===== src/rtl/clkdiv_pkg.sv =====
package clkdiv_pkg;

  // bit 0 of the phase code is the output clock itself
  typedef enum logic [1:0] {
    PH_IDLE = 2'b00,
    PH_HIGH = 2'b01,
    PH_LOW  = 2'b10
  } cd_phase_e;

  function automatic int half_of(input int ratio);
    return ratio / 2;
  endfunction

  function automatic int max_of(input int a, input int b);
    return (a > b) ? a : b;
  endfunction

endpackage


===== src/rtl/clkdiv_sync.sv =====
module clkdiv_sync #(
  parameter int W      = 2,
  parameter int STAGES = 2
) (
  input  logic         clk_i,
  input  logic         rst_ni,
  input  logic [W-1:0] d_i,
  output logic [W-1:0] q_o
);

  logic [STAGES-1:0][W-1:0] stg_q;

  if (STAGES == 1) begin : g_single
    always_ff @(posedge clk_i or negedge rst_ni) begin
      if (!rst_ni) stg_q    <= '0;
      else         stg_q[0] <= d_i;
    end
  end else begin : g_chain
    always_ff @(posedge clk_i or negedge rst_ni) begin
      if (!rst_ni) stg_q <= '0;
      else         stg_q <= {stg_q[STAGES-2:0], d_i};
    end
  end

  assign q_o = stg_q[STAGES-1];

endmodule


===== src/rtl/clkdiv_halfcnt.sv =====
module clkdiv_halfcnt #(
  parameter int CW        = 2,
  parameter int HALF_FAST = 2,
  parameter int HALF_SLOW = 4
) (
  input  logic clk_i,
  input  logic rst_ni,
  input  logic load_i,
  input  logic fast_i,
  output logic tc_o
);

  localparam logic [CW-1:0] LD_FAST = CW'(HALF_FAST - 1);
  localparam logic [CW-1:0] LD_SLOW = CW'(HALF_SLOW - 1);
  localparam logic [CW-1:0] LD_MAX  = (LD_FAST > LD_SLOW) ? LD_FAST : LD_SLOW;

  logic [CW-1:0] cnt_q;

  always_ff @(posedge clk_i or negedge rst_ni) begin
    if (!rst_ni)           cnt_q <= '0;
    else if (load_i)       cnt_q <= fast_i ? LD_FAST : LD_SLOW;
    else if (cnt_q != '0)  cnt_q <= cnt_q - 1'b1;
  end

  assign tc_o = (cnt_q == '0);

  // count never leaves the loaded half-period range
  a_r4_cnt_range: assert property (@(posedge clk_i) disable iff (!rst_ni)
    cnt_q <= LD_MAX);

  // a nonzero count always steps down by one unless reloaded
  a_r3_cnt_step: assert property (@(posedge clk_i) disable iff (!rst_ni)
    (!load_i && cnt_q != '0) |=> (cnt_q == $past(cnt_q) - 1'b1));

endmodule


===== src/rtl/clkdiv_ctrl.sv =====
module clkdiv_ctrl
  import clkdiv_pkg::*;
(
  input  logic clk_i,
  input  logic rst_ni,
  input  logic go_i,
  input  logic fast_req_i,
  input  logic tc_i,
  output logic load_o,
  output logic fast_o,
  output logic clk_o
);

  cd_phase_e phase_q, phase_d;
  logic      fast_q;
  logic      start, reload;

  always_comb begin
    phase_d = phase_q;
    start   = 1'b0;
    reload  = 1'b0;
    unique case (phase_q)
      PH_IDLE: if (go_i) begin
        start   = 1'b1;
        phase_d = PH_HIGH;
      end
      PH_HIGH: if (tc_i) begin
        reload  = 1'b1;
        phase_d = PH_LOW;
      end
      PH_LOW: if (tc_i) begin
        if (go_i) begin
          start   = 1'b1;
          phase_d = PH_HIGH;
        end else begin
          phase_d = PH_IDLE;
        end
      end
      default: phase_d = PH_IDLE;
    endcase
  end

  always_ff @(posedge clk_i or negedge rst_ni) begin
    if (!rst_ni) begin
      phase_q <= PH_IDLE;
      fast_q  <= 1'b0;
    end else begin
      phase_q <= phase_d;
      if (start) fast_q <= fast_req_i;
    end
  end

  assign load_o = start | reload;
  assign fast_o = start ? fast_req_i : fast_q;
  assign clk_o  = phase_q[0];

  // a high phase lasts at least two reference cycles
  a_r3_high_hold: assert property (@(posedge clk_i) disable iff (!rst_ni)
    $rose(clk_o) |=> clk_o);

  // a low phase after a high phase is never a single cycle
  a_r6_low_hold: assert property (@(posedge clk_i) disable iff (!rst_ni)
    $fell(clk_o) |=> !clk_o);

  // every rising edge was granted by the synchronized gating
  a_r2_start_gated: assert property (@(posedge clk_i) disable iff (!rst_ni)
    $rose(clk_o) |-> $past(go_i));

  // the active ratio only moves together with a period start
  a_r8_ratio_at_boundary: assert property (@(posedge clk_i) disable iff (!rst_ni)
    !$stable(fast_q) |-> $rose(clk_o));

endmodule


===== src/rtl/clkout_div.sv =====
module clkout_div #(
  parameter int DIV_FAST    = 4,
  parameter int DIV_SLOW    = 8,
  parameter int SYNC_STAGES = 2
) (
  input  logic clk_i,
  input  logic rst_ni,
  input  logic xtal_rdy_i,
  input  logic clk_en_i,
  input  logic div4_sel_i,
  output logic clk_o
);

  localparam int HALF_FAST = clkdiv_pkg::half_of(DIV_FAST);
  localparam int HALF_SLOW = clkdiv_pkg::half_of(DIV_SLOW);
  localparam int HALF_MAX  = clkdiv_pkg::max_of(HALF_FAST, HALF_SLOW);
  localparam int CW        = (HALF_MAX > 2) ? $clog2(HALF_MAX) : 1;

  logic [1:0] gate_s;
  logic       go, tc, load, fast;

  clkdiv_sync #(
    .W      (2),
    .STAGES (SYNC_STAGES)
  ) u_sync (
    .clk_i  (clk_i),
    .rst_ni (rst_ni),
    .d_i    ({xtal_rdy_i, clk_en_i}),
    .q_o    (gate_s)
  );

  assign go = &gate_s;

  clkdiv_halfcnt #(
    .CW        (CW),
    .HALF_FAST (HALF_FAST),
    .HALF_SLOW (HALF_SLOW)
  ) u_cnt (
    .clk_i  (clk_i),
    .rst_ni (rst_ni),
    .load_i (load),
    .fast_i (fast),
    .tc_o   (tc)
  );

  clkdiv_ctrl u_ctrl (
    .clk_i      (clk_i),
    .rst_ni     (rst_ni),
    .go_i       (go),
    .fast_req_i (div4_sel_i),
    .tc_i       (tc),
    .load_o     (load),
    .fast_o     (fast),
    .clk_o      (clk_o)
  );

endmodule


===== config.mk =====
export PLATFORM = sky130hd
export DESIGN_NAME = clkout_div
export DESIGN_NICKNAME = d
export VERILOG_FILES = /design/src/rtl/clkdiv_pkg.sv /design/src/rtl/clkdiv_sync.sv /design/src/rtl/clkdiv_halfcnt.sv /design/src/rtl/clkdiv_ctrl.sv /design/src/rtl/clkout_div.sv
export SDC_FILE = /design/constraint.sdc
export NUM_CORES = 1
export LEC_CHECK = 0
export ABC_AREA = 1
export ABC_CLOCK_PERIOD_IN_PS = 3200
export BUFFER_PORTS_ARGS = -buffer_cell sky130_fd_sc_hd__buf_4
export CAP_MARGIN = 10
export CORE_AREA = 8 8 50 48
export CTS_CLUSTER_SIZE = 24
export DETAILED_ROUTE_END_ITERATION = 7
export DIE_AREA = 0 0 58 56
export PLACE_DENSITY = 0.52
export RECOVER_POWER = 100
export SLEW_MARGIN = 20
export SYNTH_ARGS = -nofsm -noshare
export SYNTH_HDL_FRONTEND = slang
export SYNTH_SLANG_ARGS = --single-unit

===== constraint.sdc =====
create_clock -name clk_i -period 3.2 [get_ports clk_i]
set_clock_uncertainty 0.1 [all_clocks]
set_input_delay 0.96 -clock clk_i [delete_from_list [all_inputs] [get_ports clk_i]]
set_output_delay 0.96 -clock clk_i [all_outputs]
set_load 0.005 [all_outputs]

==> results of run 1 <==
==> layout make-up <==
cell class / count / area, um2
fillers: 174 / 1150
flip-flops and latches: 9 / 225
multi-input cells: 20 / 101
repair buffers: 5 / 33.8
clock buffers: 4 / 26.3
well taps: 16 / 20.0
inverters: 5 / 18.8
==> per-stage QoR <==
| stage | utilization, % | instance area [um2] | cells |
|---|---|---|---|
| after floorplan | - | 365 | 34 |
| after global placement | 26.8 | 423 | 55 |
| after detailed placement | 26.8 | 423 | 55 |
| after CTS | 28.5 | 449 | 59 |
| after global routing | 27.0 | 425 | 59 |
| final | 27.0 | 425 | 59 |
==> power by group through the flow <==
stage / combinational [mW] / sequential [mW] / clock, mW
6_report: 0.131 / 0.166 / 0.0841
5_1_grt: 0.157 / 0.171 / 0.0951
4_1_cts: 0.148 / 0.170 / 0.0898
3_5_place_dp: 0.148 / 0.172 / 0
3_3_place_gp: 0.145 / 0.169 / 0
2_1_floorplan: 0.113 / 0.169 / 0
==> routing by layer <==
metal	vias to the layer above	GRT usage, %
li1	128	-
met1	119	4.84
met2	10	7.17
met3	2	3.93
met4	0	5.24
met5	-	0
==> layout by cell type, fill, tap and decap left out, types with 2 or more instances in the layout <==
master / synthesis / final
inv_1: 2 / 3
dfrtp_1: 9 / 9
nand4_1: 3 / 3
inv_2: 3 / 2
nand3_1: 1 / 2
clkbuf_4: 0 / 6
clkbuf_1: 0 / 2
nand2_1: 9 / 10
==> cell families (layout without fill, tap and decap cells) <==
group | Yosys count | count (layout) | synth area share (%)
AOI/OAI and AO/OA | 2 | 2 | 3.42
and+or+nand+nor | 17 | 17 | 26.4
buffers and inverters | 5 | 14 | 5.14
adders and majority gates | 1 | 1 | 3.42
DFF | 9 | 9 | 61.6
==> final timing paths <==
path / slack (ns) / end / cells after the start / from
max reg2reg: 1.72 / u_cnt.cnt_q[1]$_DFFE_PN0P_ / 8 / u_cnt.cnt_q[0]$_DFFE_PN0P_
min in group asynchronous: 0.52 / u_cnt.cnt_q[1]$_DFFE_PN0P_ / 1 / rst_ni
min: 0.25 / u_sync.q_o[0]$_DFF_PN0_ / 0 / u_sync.stg_q[0]$_DFF_PN0_
max in group asynchronous: 2.15 / u_cnt.cnt_q[0]$_DFFE_PN0P_ / 1 / rst_ni
min reg2reg: 0.25 / u_sync.q_o[0]$_DFF_PN0_ / 0 / u_sync.stg_q[0]$_DFF_PN0_
max: 1.35 / clk_o / 1 / u_ctrl.phase_q[0]$_DFFE_PN0P_
==> results.json, run 1 <==
{
  "cp_num_buf_inv": 1,
  "numCtsBuffers": 3,
  "grt_max_degree": 10,
  "grt_pass1_vias": 289,
  "power_frac_seq_pct": 43.5,
  "setup_violations": 0,
  "wl_met3_um": 45,
  "period_needed_ns": 1.85,
  "cts_hold_buf": 0,
  "synth.top_cells.by_area": "dfrtp_1 (62%), nand2_1 (9.2%), nand4_1 (5.1%), nand3_4 (4.8%), ha_1 (3.4%)",
  "dp.final_hpwl_um": 472,
  "hold_violations": 0,
  "fin_setup_tns_ns": 0,
  "fin_nets": 50,
  "diodes": 0,
  "placeableCoreArea_um2": 1580,
  "worst_slack_ns": 1.35,
  "hp-class": "reg -> reg",
  "period_share_pct": 57.7,
  "initial_core_util_pct": 23.2,
  "peakVddDrop_v": 0.000407,
  "cts_root_buffer": "clkbuf_4",
  "syn_to_final_growth_pct": 16.4,
  "drv_cap": 0,
  "drcViolationCount": 0,
  "worstPathArrival_ns": 0.79,
  "placementRows": 14,
  "synth_edf_count": 0,
  "grt_first_pass_wirelength_um": 1210,
  "path_cells": "clkbuf_4",
  "clock_latency_ns": 0.26,
  "rsz0062_at_grt": "no",
  "criticalPathCategory": "reg -> out",
  "seq_area_frac_synth_pct": 61.6,
  "wl_um": 611,
  "fp.dieH_um": 56,
  "synth_nets": 40,
  "grt.total_usage_pct": 5.26,
  "top_layer": "met4",
  "antenna_found_initial": 0,
  "synth_area_um2": 365,
  "p_sw_mw": 0.130,
  "swShare_pct": 34.2,
  "outcome": "completed",
  "worst_pin_slew_ns": 0.469,
  "finalMaxSlewViolations": 0,
  "p_comb_share_pct": 34.4,
  "synth_common_cells": "dfrtp_1 (9), nand2_1 (9), inv_2 (3), nand4_1 (3), inv_1 (2)",
  "ys_async_sr_fraction_pct": 100,
  "grt-ovfl-total": 0,
  "max_clock_freq_mhz": 542,
  "clk_pin_slew_ns": 0.06,
  "path_max_fanout": 3,
  "cts_resized": 0,
  "ys_types": 13,
  "num_vias": 259,
  "cp_top_family": "flip-flops",
  "ant_nets": 0,
  "dp_slack_ns": 1.62,
  "ys.flop_type": "dfrtp_1",
  "ios": 6,
  "wire_per_inst_um": 10.4,
  "intPower_mw": 0.251,
  "synth_area_leader_cell": "dfrtp_1",
  "dieArea_um2": 3250,
  "critPathRequiredTime_ns": 2.14,
  "clkPwrFrac_pct": 22.0,
  "p_leak_nw": 0.220,
  "slowest_delay_ns": 0.39,
  "synth_cells": 34,
  "cts_tree": "built",
  "cts_max_level": 1,
  "met1_length_um": 276,
  "viasPerCell": 4.39,
  "drtPass1Iterations": 7,
  "synth_seq_cells": 9,
  "power.total_mw": 0.381,
  "met2WireLength_um": 261,
  "cp-start-kind": "flip-flop",
  "clock_sinks": 9,
  "synth_top_area_share_pct": 61.6,
  "gp_congestion": 0.788,
  "powerDensity_nw_per_um2": 896,
  "postCtsSetupRepairBufs": 0,
  "clockBufferDepth": 2,
  "slew_headroom_pct": 68.7,
  "place.port_buffers": 5,
  "syn_avg_cell_area_um2": 10.7,
  "drt_iter0_drc": 6,
  "synth_warnings": 0,
  "layout-drive-gt1-share_pct": 23.3,
  "critical_path.slowest_cell": "dfrtp_1",
  "fin_worst_hold_slack_ns": 0.247,
  "die_w_um": 58,
  "end_kind": "output pin"
}
No activity file was read; power rests on OpenSTA's default activity.
==> run 2, diff against run 1 <==
--- a/config.mk
+++ b/config.mk
@@ -6,14 +6,14 @@
 export NUM_CORES = 1
 export LEC_CHECK = 0
 export ABC_AREA = 1
-export ABC_CLOCK_PERIOD_IN_PS = 3200
+export ABC_CLOCK_PERIOD_IN_PS = 1500
 export BUFFER_PORTS_ARGS = -buffer_cell sky130_fd_sc_hd__buf_4
 export CAP_MARGIN = 10
 export CORE_AREA = 8 8 50 48
 export CTS_CLUSTER_SIZE = 24
 export DETAILED_ROUTE_END_ITERATION = 7
 export DIE_AREA = 0 0 58 56
-export PLACE_DENSITY = 0.52
+export PLACE_DENSITY = 0.53
 export RECOVER_POWER = 100
 export SLEW_MARGIN = 20
 export SYNTH_ARGS = -nofsm -noshare
==> constraint.sdc (replaced) <==
create_clock -name clk_i -period 1.5 [get_ports clk_i]
set_clock_uncertainty 0.1 [all_clocks]
set_input_delay 0.45 -clock clk_i [delete_from_list [all_inputs] [get_ports clk_i]]
set_output_delay 0.45 -clock clk_i [all_outputs]
set_load 0.005 [all_outputs]
==> results.json, run 2 (synthesis gave the netlist of run 1 again) <==
{
  "placementRows": 14,
  "cp_num_cells": 1,
  "layout-drive-gt1-share_pct": 27.3,
  "dp_cells": 55,
  "wl_um": 629,
  "initial_core_util_pct": 23.2,
  "numCtsBuffers": 3,
  "peakVddDrop_v": 0.000485,
  "setup_violations": 0,
  "rrSetupSlack_ns": 0.18,
  "gp_congestion": 0.714,
  "clockBufferDepth": 2,
  "cts_tree": "built",
  "intPower_mw": 0.547,
  "worst_pin_slew_ns": 0.473,
  "fp.dieH_um": 56,
  "drcViolationCount": 0,
  "ff2ff_path_depth": 7,
  "layout_common_cells": "nand2_1 (10), dfrtp_1 (9), clkbuf_4 (6), inv_2 (3), nand4_1 (3)",
  "slowest_delay_ns": 0.40,
  "power_frac_seq_pct": 41.8,
  "grt_first_pass_wirelength_um": 1270,
  "ios": 6,
  "slew_headroom_pct": 68.4,
  "p_sw_mw": 0.310,
  "grt_max_degree": 10,
  "drt_iter0_drc": 9,
  "powerDensity_nw_per_um2": 1890,
  "holdPathStages": 1,
  "clock_sinks": 9,
  "grt-ovfl-total": 0,
  "num_vias": 258,
  "outcome": "completed",
  "clock_latency_ns": 0.26,
  "period_needed_ns": 1.35,
  "placeableCoreArea_um2": 1580,
  "path_cells": "clkbuf_4",
  "postCtsSetupRepairBufs": 0,
  "clkPwrFrac_pct": 22.2,
  "cp-start-kind": "flip-flop",
  "drtPass1Iterations": 2,
  "dp.final_hpwl_um": 478,
  "place.port_buffers": 5,
  "syn_to_final_growth_pct": 24.0,
  "p_leak_nw": 0.230,
  "fin_cells": 60,
  "grt_pass1_vias": 308,
  "die_w_um": 58,
  "cp_num_buf_inv": 1,
  "critical_path.slowest_cell": "dfrtp_1",
  "cts_max_level": 1,
  "worstPathArrival_ns": 0.80,
  "fin_setup_tns_ns": 0,
  "cts_root_buffer": "clkbuf_4",
  "cts_resized": 0,
  "hold_violations": 0,
  "diodes": 0,
  "clk_pin_slew_ns": 0.06,
  "criticalPathCategory": "reg -> out",
  "grt.total_usage_pct": 5.21,
  "place_area_um2": 423,
  "finalMaxSlewViolations": 0,
  "cp_top_family": "flip-flops",
  "period_share_pct": 90.2,
  "swShare_pct": 36.2,
  "critPathRequiredTime_ns": 0.95,
  "drv_cap": 0,
  "p_comb_share_pct": 36.0,
  "antenna_found_initial": 0,
  "hp-class": "in -> reg",
  "dieArea_um2": 3250,
  "ant_nets": 0,
  "wire_per_inst_um": 10.5,
  "viasPerCell": 4.30,
  "stdcell_area_um2": 453,
  "mostFrequentLayoutCell": "nand2_1",
  "max_clock_freq_mhz": 739,
  "rsz0062_at_grt": "no",
  "path_max_fanout": 3,
  "fin_nets": 51,
  "end_kind": "output pin"
}
-- run 2: worst paths after layout --
kind,start,endpoint
worst max-delay path,u_ctrl.phase_q[0]$_DFFE_PN0P_,clk_o
worst min-delay path,xtal_rdy_i,u_sync.stg_q[1]$_DFF_PN0_
worst max register to register,u_cnt.cnt_q[0]$_DFFE_PN0P_,u_cnt.cnt_q[1]$_DFFE_PN0P_
worst min register to register,u_sync.stg_q[1]$_DFF_PN0_,u_sync.q_o[1]$_DFF_PN0_
max in group asynchronous,rst_ni,u_sync.q_o[1]$_DFF_PN0_
min in group asynchronous,rst_ni,u_ctrl.phase_q[0]$_DFFE_PN0P_
-- run 2: metrics by stage --
stage | power [mW] | hold WS (ns) | utilization [%] | setup slack, ns
6_report | 0.856 | 0.215 | 28.7 | 0.147
5_1_grt | 0.946 | 0.203 | 28.7 | 0.00601
4_1_cts | 0.882 | 0.185 | 29.1 | 0.132
3_5_place_dp | 0.683 | 0.180 | 26.8 | 0.186
3_3_place_gp | 0.671 | 0.177 | 26.8 | 0.197
2_1_floorplan | 0.601 | 0.0544 | - | 0.271
-- run 2: timing repair --
action | 4_1_cts | 5_1_grt
hold buffers | 1 | 0
hold endpoints to repair | 9 | 0
setup endpoints to repair | 0 | 0
-- run 2: routing by layer --
layer	global-route usage (%)	vias to the layer above	part of all wire (%)
met5	0	-	0
met4	7.34	0	5.4
met3	0.693	4	2.4
met2	7.48	4	49
met1	5.48	119	43
li1	-	131	-
-- run 2: final cells by class --
| type | count | area (um2) |
|---|---|---|
| clock buffers | 4 | 26.3 |
| fillers | 172 | 1120 |
| inverters | 5 | 18.8 |
| multi-input cells | 20 | 119 |
| flip-flops and latches | 9 | 225 |
| well taps | 16 | 20.0 |
| repair buffers | 6 | 43.8 |
-- run 2: worst register-to-register path, stage by stage (launching register included) --
cell and delay (ns):
dfrtp_1 0.37, inv_1 0.07, ha_1 0.25, inv_2 0.08, nand2_4 0.08, nand4_1 0.11, nand3_1 0.10, nand2_1 0.05
-- run 2: power by group through the flow --
stage               clock network (mW)  logic, mW  registers [mW]
global route                     0.212      0.367           0.367
CTS                              0.200      0.322           0.361
floorplan                            0      0.241           0.360
finish                           0.190      0.308           0.358
detailed placement                   0      0.319           0.365
global placement                     0      0.309           0.362
==> run 3, diff against run 2 <==
--- a/config.mk
+++ b/config.mk
@@ -15,6 +15,7 @@
 export DIE_AREA = 0 0 58 56
 export PLACE_DENSITY = 0.53
 export RECOVER_POWER = 100
+export SETUP_SLACK_MARGIN = 0.3
 export SLEW_MARGIN = 20
 export SYNTH_ARGS = -nofsm -noshare
 export SYNTH_HDL_FRONTEND = slang
==> results.json, run 3 (synthesis gave the netlist of run 1 again) <==
{
  "slowest_delay_ns": 0.39,
  "hp-class": "in -> reg",
  "period_needed_ns": 1.32,
  "wl_met3_um": 14,
  "grt.total_usage_pct": 5.35,
  "layout_common_cells": "nand2_1 (9), dfrtp_1 (9), clkbuf_4 (5), buf_4 (4)",
  "peakVddDrop_v": 0.000639,
  "fin_worst_hold_slack_ns": 0.226,
  "numCtsBuffers": 3,
  "critPathRequiredTime_ns": 0.95,
  "worst_pin_slew_ns": 0.490,
  "hold_violations": 0,
  "cp_num_cells": 1,
  "worstSetupStartpoint": "u_ctrl.phase_q[0]$_DFFE_PN0P_",
  "met2WireLength_um": 363,
  "grt-ovfl-total": 0,
  "r2r-end": "u_cnt.cnt_q[1]$_DFFE_PN0P_",
  "cts_max_level": 1,
  "clk_pin_slew_ns": 0.06,
  "fin_setup_tns_ns": 0,
  "ant_nets": 0,
  "cts_tree": "built",
  "drv_cap": 0,
  "cts_root_buffer": "clkbuf_4",
  "cp-start-kind": "flip-flop",
  "viasPerCell": 4.49,
  "path_max_fanout": 2,
  "ff2ff_path_depth": 7,
  "drtPass1Iterations": 2,
  "gp_congestion": 0.730,
  "top_layer": "met4",
  "layout-drive-gt1-share_pct": 38.3,
  "r2r_start": "u_cnt.cnt_q[0]$_DFFE_PN0P_",
  "critical_path.slowest_cell": "dfrtp_1",
  "rrSetupSlack_ns": 0.27,
  "antenna_found_initial": 0,
  "dp_cells": 55,
  "powerDensity_nw_per_um2": 1950,
  "fillers": 169,
  "cp_top_family": "flip-flops",
  "fp.dieH_um": 56,
  "grt_max_degree": 10,
  "die_w_um": 58,
  "diodes": 0,
  "wire_per_inst_um": 11.0,
  "clockBufferDepth": 2,
  "p_leak_nw": 0.245,
  "outcome": "completed",
  "grt_pass1_vias": 292,
  "syn_to_final_growth_pct": 36.0,
  "initial_core_util_pct": 23.2,
  "fin_cells": 63,
  "path_cells": "buf_6",
  "criticalPathCategory": "reg -> out",
  "drcViolationCount": 0,
  "end_kind": "output pin",
  "grt_first_pass_wirelength_um": 1260,
  "dieArea_um2": 3250,
  "slew_headroom_pct": 67.4,
  "holdCritStartpoint": "xtal_rdy_i",
  "finalMaxSlewViolations": 0,
  "placeableCoreArea_um2": 1580,
  "ios": 6,
  "power.total_mw": 0.971,
  "cp-endpoint": "clk_o",
  "met1_length_um": 280,
  "rsz0062_at_grt": "yes",
  "placementRows": 14,
  "drt_iter0_drc": 2,
  "period_share_pct": 87.8,
  "fin_nets": 54,
  "cp_num_buf_inv": 1,
  "clock_sinks": 9,
  "dp.final_hpwl_um": 503,
  "max_clock_freq_mhz": 759,
  "place.port_buffers": 5,
  "clock_latency_ns": 0.26,
  "setup_violations": 0,
  "wl_um": 696,
  "num_vias": 283,
  "worstPathArrival_ns": 0.77
}
==> run 3: power breakdown <==
group | total (mW) | internal [mW] | switching, mW
combinational | 0.422 | 0.208 | 0.215
sequential | 0.365 | 0.318 | 0.0471
clock | 0.184 | 0.102 | 0.0815
total | 0.971 | 0.628 | 0.343
==> run 3: repair_timing <==
item,CTS,global route
resized for setup,5,0
hold buffers,1,0
endpoints found under the setup margin,4,3
buffers inserted,1,2
hold endpoints to repair,9,0
pin swaps,4,3
==> run 3: final cells by class <==
class / instances / area, um2 / share of cell area [%]
Tap cell: 16 / 20.0 / 4.03
Timing Repair Buffer: 9 / 70.1 / 14.1
Sequential cell: 9 / 225 / 45.3
Inverter: 5 / 21.3 / 4.28
Clock buffer: 4 / 26.3 / 5.29
Multi-Input combinational cell: 20 / 134 / 27.0
==> run 3: metal layers <==
layer	vias up	track usage [%]
li1	142	-
met1	133	4.57
met2	4	8.60
met3	4	2.08
met4	0	6.29
met5	-	0
==> run 3: worst min-delay path by stage <==
stage	endpoint	depth (start not counted)
2_1_floorplan	asynchronous set/reset pin	0
3_3_place_gp	u_sync.stg_q[0]$_DFF_PN0_	1
3_5_place_dp	u_sync.stg_q[1]$_DFF_PN0_	1
4_1_cts	u_sync.stg_q[0]$_DFF_PN0_	1
5_1_grt	u_sync.stg_q[1]$_DFF_PN0_	1
6_report	u_sync.stg_q[1]$_DFF_PN0_	1
==> run 3: through the flow <==
stage / area, um2 / util [%] / setup slack [ns]
final: 497 / 31.5 / 0.183
after global placement: 425 / 27.0 / 0.240
after floorplan: 368 / - / 0.303
after detailed placement: 425 / 27.0 / 0.221
after global routing: 497 / 31.5 / 0.145
after CTS: 485 / 30.8 / 0.178
